`config.mk`:
```
export PLATFORM = sky130hd
export DESIGN_NAME = prot_challenge_regs
export DESIGN_NICKNAME = d
export VERILOG_FILES = /design/src/rtl/prot_challenge_regs.sv
export SDC_FILE = /design/constraint.sdc
export NUM_CORES = 1
export LEC_CHECK = 0
export BUFFER_PORTS_ARGS = -buffer_cell sky130_fd_sc_hd__buf_4
export CORE_MARGIN = 2
export CORE_UTILIZATION = 55
export DETAILED_ROUTE_END_ITERATION = 10
export PLACE_DENSITY = 0.78
export RECOVER_POWER = 100
export REMOVE_ABC_BUFFERS = 1
export SYNTH_ARGS = -nofsm -noshare
export SYNTH_HDL_FRONTEND = slang
export SYNTH_SLANG_ARGS = --single-unit
```
`constraint.sdc`:
```
create_clock -name clk -period 2.7 [get_ports clk]
set_clock_uncertainty 0.05 [all_clocks]
set_input_delay 0.135 -clock clk [delete_from_list [all_inputs] [get_ports clk]]
set_output_delay 0.135 -clock clk [all_outputs]
set_load 0.02 [all_outputs]
```
`src/rtl/prot_challenge_regs.sv`:
```
module prot_challenge_regs #(
  parameter int ADDR_W    = 8,
  parameter int INIT_LAT  = 16,
  parameter int FETCH_LAT = 8
) (
  input  logic              clk,
  input  logic              rst_n,
  input  logic              wr_en,
  input  logic [ADDR_W-1:0] addr,
  input  logic [15:0]       wdata,
  output logic [15:0]       rdata
);
  localparam logic [ADDR_W-1:0] A_SEED  = ADDR_W'(8'h0C);
  localparam logic [ADDR_W-1:0] A_INDEX = ADDR_W'(8'h0E);
  localparam logic [ADDR_W-1:0] A_DATA  = ADDR_W'(8'h10);
  localparam logic [ADDR_W-1:0] A_CTRL  = ADDR_W'(8'h12);
  localparam logic [ADDR_W-1:0] A_INIT  = ADDR_W'(8'h14);
  localparam logic [15:0] CMD_FETCH = 16'h0001;
  localparam logic [15:0] CMD_INIT  = 16'h0003;
  localparam int MAX_LAT = (INIT_LAT > FETCH_LAT) ? INIT_LAT : FETCH_LAT;
  localparam int CW = $clog2(MAX_LAT + 1);

  logic [15:0] seed_q, index_q, data_q;
  logic        init_busy, init_done, fetch_busy, fetch_rdy;
  logic [CW-1:0] init_cnt, fetch_cnt;

  wire start_init  = wr_en && addr == A_INIT && wdata == CMD_INIT;
  wire start_fetch = wr_en && addr == A_CTRL && wdata == CMD_FETCH;
  wire wr_index    = wr_en && addr == A_INDEX;

  function automatic logic [15:0] lookup(input logic [15:0] idx);
    case (idx)
      16'd0:   return 16'h1F9F;
      16'd1:   return 16'h1F03;
      16'd2:   return 16'h1F1C;
      16'd3:   return 16'h1F57;
      default: return 16'h0000;
    endcase
  endfunction

  always_ff @(posedge clk or negedge rst_n)
    if (!rst_n) seed_q <= '0;
    else if (wr_en && addr == A_SEED) seed_q <= wdata;

  always_ff @(posedge clk or negedge rst_n) begin
    if (!rst_n) begin
      init_busy <= 1'b0;
      init_done <= 1'b0;
      init_cnt  <= '0;
    end else if (start_init) begin
      init_busy <= 1'b1;
      init_done <= 1'b0;
      init_cnt  <= CW'(INIT_LAT - 1);
    end else if (init_busy) begin
      if (init_cnt == '0) begin
        init_busy <= 1'b0;
        init_done <= 1'b1;
      end else begin
        init_cnt <= init_cnt - 1'b1;
      end
    end
  end

  always_ff @(posedge clk or negedge rst_n) begin
    if (!rst_n) begin
      index_q    <= '0;
      data_q     <= '0;
      fetch_busy <= 1'b0;
      fetch_rdy  <= 1'b0;
      fetch_cnt  <= '0;
    end else if (wr_index) begin
      index_q    <= wdata;
      fetch_busy <= 1'b0;
      fetch_rdy  <= 1'b0;
    end else if (start_init) begin
      fetch_busy <= 1'b0;
      fetch_rdy  <= 1'b0;
    end else if (start_fetch) begin
      fetch_rdy  <= 1'b0;
      fetch_busy <= init_done;
      fetch_cnt  <= CW'(FETCH_LAT - 1);
    end else if (fetch_busy) begin
      if (fetch_cnt == '0) begin
        fetch_busy <= 1'b0;
        fetch_rdy  <= 1'b1;
        data_q     <= lookup(index_q);
      end else begin
        fetch_cnt <= fetch_cnt - 1'b1;
      end
    end
  end

  always_comb
    case (addr)
      A_SEED:  rdata = seed_q;
      A_INDEX: rdata = index_q;
      A_DATA:  rdata = data_q;
      A_CTRL:  rdata = {14'd0, fetch_rdy, fetch_busy};
      A_INIT:  rdata = {13'd0, init_done, init_busy, 1'b1};
      default: rdata = 16'h0000;
    endcase
endmodule


```
==> flow_metrics.py <==
metrics = {
    "run_status": {
        "status": "finished clean",
    },
    "logic_synthesis": {
        "synth-edff-count": 0,
        "seq_area_frac_synth_pct": 49.8,
        "ys_top_cells_by_count": "dfrtp_1 (52), mux2_2 (32), inv_1 (13), nor2_1 (12), nand2_1 (11)",
        "syn-instance-count": 215,
        "synth_area_leaders": "dfrtp_1 (50%), mux2_2 (14%), mux2_4 (2.9%)",
        "yosys.cell_count.top_type": "dfrtp_1",
        "synthesis.area_mm2": 0.00261,
        "synth_top_area_share_pct": 49.8,
        "async_flop_share_pct": 100,
        "ys_ff_latch": 52,
        "synth_ff_type": "dfrtp_1",
        "ys_warn_count": 0,
        "avgSynthCellArea_um2": 12.2,
        "yosysTopAreaCell": "dfrtp_1",
        "synthDistinctLibCells": 44,
    },
    "worst_setup_path": {
        "worstSetupPathType": "in -> reg",
        "cp_data_required_time_ps": 2840,
        "start_kind": "input pin",
        "path_max_fanout": 16,
        "cp.arrival_ps": 2340,
        "end_kind": "register",
        "r2r_cells": 6,
    },
    "power_and_ir_drop": {
        "p_leak_nw": 1.47,
        "internal-power_w": 0.00105,
        "switching_share_pct": 25.2,
        "p_sw_w": 0.000354,
        "totalPowerFinal_w": 0.00141,
        "power_density_mw_per_mm2": 471,
        "pwr-share-clk_pct": 32.7,
        "ir_worst_vdd_uv": 413,
        "power_frac_seq_pct": 58.3,
        "p_comb_share_pct": 9.0,
    },
    "grt": {
        "grt_pass1_vias": 1912,
        "track_usage_pct": 22.8,
        "grt_pass1_wl_um": 9310,
        "grt_max_degree": 53,
        "grt_overflow": 0,
        "antenna_found_initial": 0,
    },
    "cells_and_area": {
        "syn2layout_area_growth_pct": 14.3,
        "nNetsFinal": 292,
        "final_layout_size_suffix_gt1_share_pct": 29.2,
        "antenna_cells": 0,
    },
    "detailed_routing": {
        "routed_wl_um": 5570,
        "drcViolationCount": 0,
        "wl_per_cell_um": 17.5,
        "dr.pass1.iters": 4,
        "ant_nets": 0,
        "viasPerCell": 5.95,
        "num_vias": 1893,
        "drt-initial-drc-count": 179,
    },
    "timing": {
        "layout_setup_ws_ps": 497,
        "max_freq_mhz": 454,
        "setup_violations": 0,
        "relSlewSlack_pct": 16.9,
        "rsz0062_at_grt": "no",
        "tns_ps": 0,
        "timing.final.crit_share_pct": 81.6,
        "worstMarginPinSlew_ps": 1250,
        "maxSlewViolCount": 0,
        "final_hold_viol_count": 0,
        "period_minus_slack_ps": 2200,
    },
    "cts": {
        "cts_tree": "built",
        "cts.path.max_buffers": 2,
        "cts_buffers": 5,
        "clk_latency_ps": 300,
        "cts.sinks": 52,
        "clockRootBuffer": "clkbuf_8",
        "ctsHtreeMaxLevel": 2,
        "cts_resized": 0,
        "clkSlewWorstSetupHoldPaths_ps": 100,
    },
    "hold_path": {
        "min_path_cells": 2,
        "hold_class": "in -> reg",
    },
    "floorplanning": {
        "chipHeight_um": 72.9,
        "dieArea_mm2": 0.00532,
        "row_count": 25,
        "coreArea_mm2": 0.00466,
        "die_x_um": 72.9,
        "start_util_pct": 56.1,
        "io_pins": 43,
    },
    "place": {
        "gp_congestion": 0.772,
        "place_ws_ps": 653,
        "io_buffers": 42,
        "dpl.hpwl_um": 4130,
    },
    "flow_run": {
        "cap_violations": 0,
    },
}
metal layers:
layer | global-route usage, % | share of wire [%]
met5 | 0 | 0
met4 | 4.12 | 0.83
met3 | 3.87 | 2.7
met2 | 35.8 | 50
met1 | 33.8 | 46
placed cells by master, fill, tap and decap left out, types with 6 or more instances in the layout:
master / instances
nand2_1: 12
nor4_1: 9
clkbuf_1: 20
nor2_1: 12
a221o_1: 6
buf_4: 26
inv_1: 13
nor3_1: 7
mux2_2: 33
dfrtp_1: 52
flip-flops by register name, indices dropped and copies added, names as in the netlist:
signal,count
index_q,16
seed_q,16
data_q,6
fetch_cnt,5
init_cnt,5
fetch_busy,1
fetch_rdy,1
init_busy,1
init_done,1
critical path, cell delays in order:
cell      delay, ps
clkbuf_1        260
and3b_1         240
nand2_1          80
nor3_1          530
nand2_1         630
mux2_2          460
cell type report:
class / count / area [um^2]
well taps: 54 / 67.6
fillers: 392 / 1670
multi-input cells: 143 / 1190
clock buffers: 5 / 68.8
inverters: 13 / 48.8
clock inverters: 3 / 27.5
repair buffers: 48 / 285
flip-flops and latches: 52 / 1300
path summary, 6_finish.rpt:
check	from	to	slack (ps)
setup / recovery	addr[2]	seed_q[1]	500
hold / removal	wdata[11]	index_q[11]	20
setup reg to reg	fetch_cnt[0]	data_q[3]	690
hold reg to reg	data_q[6]	data_q[6]	470
max in group asynchronous	rst_n	fetch_cnt[2]	1270
min in group asynchronous	rst_n	init_cnt[2]	560
what timing repair did:
item	CTS	global route
hold buffers	1	0
endpoints found under the hold margin	52	0
buffers inserted	0	0
logic make-up after synthesis:
kind of cell / after synthesis / share of synthesized area, %
AOI/OAI and AO/OA: 33 / 11.5
xor gates and xnor gates: 3 / 1.01
adders and majority gates: 2 / 0.958
buffers and inverters: 20 / 3.02
DFF: 52 / 49.8
muxes: 41 / 18.2
and+or+nand+nor: 64 / 15.5
metrics by stage:
stage	hold WS (ps)	util [%]	cell area [um^2]	std cells
after floorplan	-211	-	2580	208
after global placement	152	64.4	3000	309
after detailed placement	154	64.4	3000	309
after CTS	15.9	66.7	3110	318
after global routing	15.9	64.1	2990	318
final	24.5	64.1	2990	318
power by group through the flow:
stage,combinational (W),clock (W),sequential [W]
5_1_grt,0.000141,0.000502,0.000823
6_report,0.000127,0.000460,0.000819
2_1_floorplan,0.0000594,0,0.000829
3_5_place_dp,0.000133,0,0.000834
4_1_cts,0.000134,0.000470,0.000819
3_3_place_gp,0.000128,0,0.000833
(Power assumes the default switching activity.)
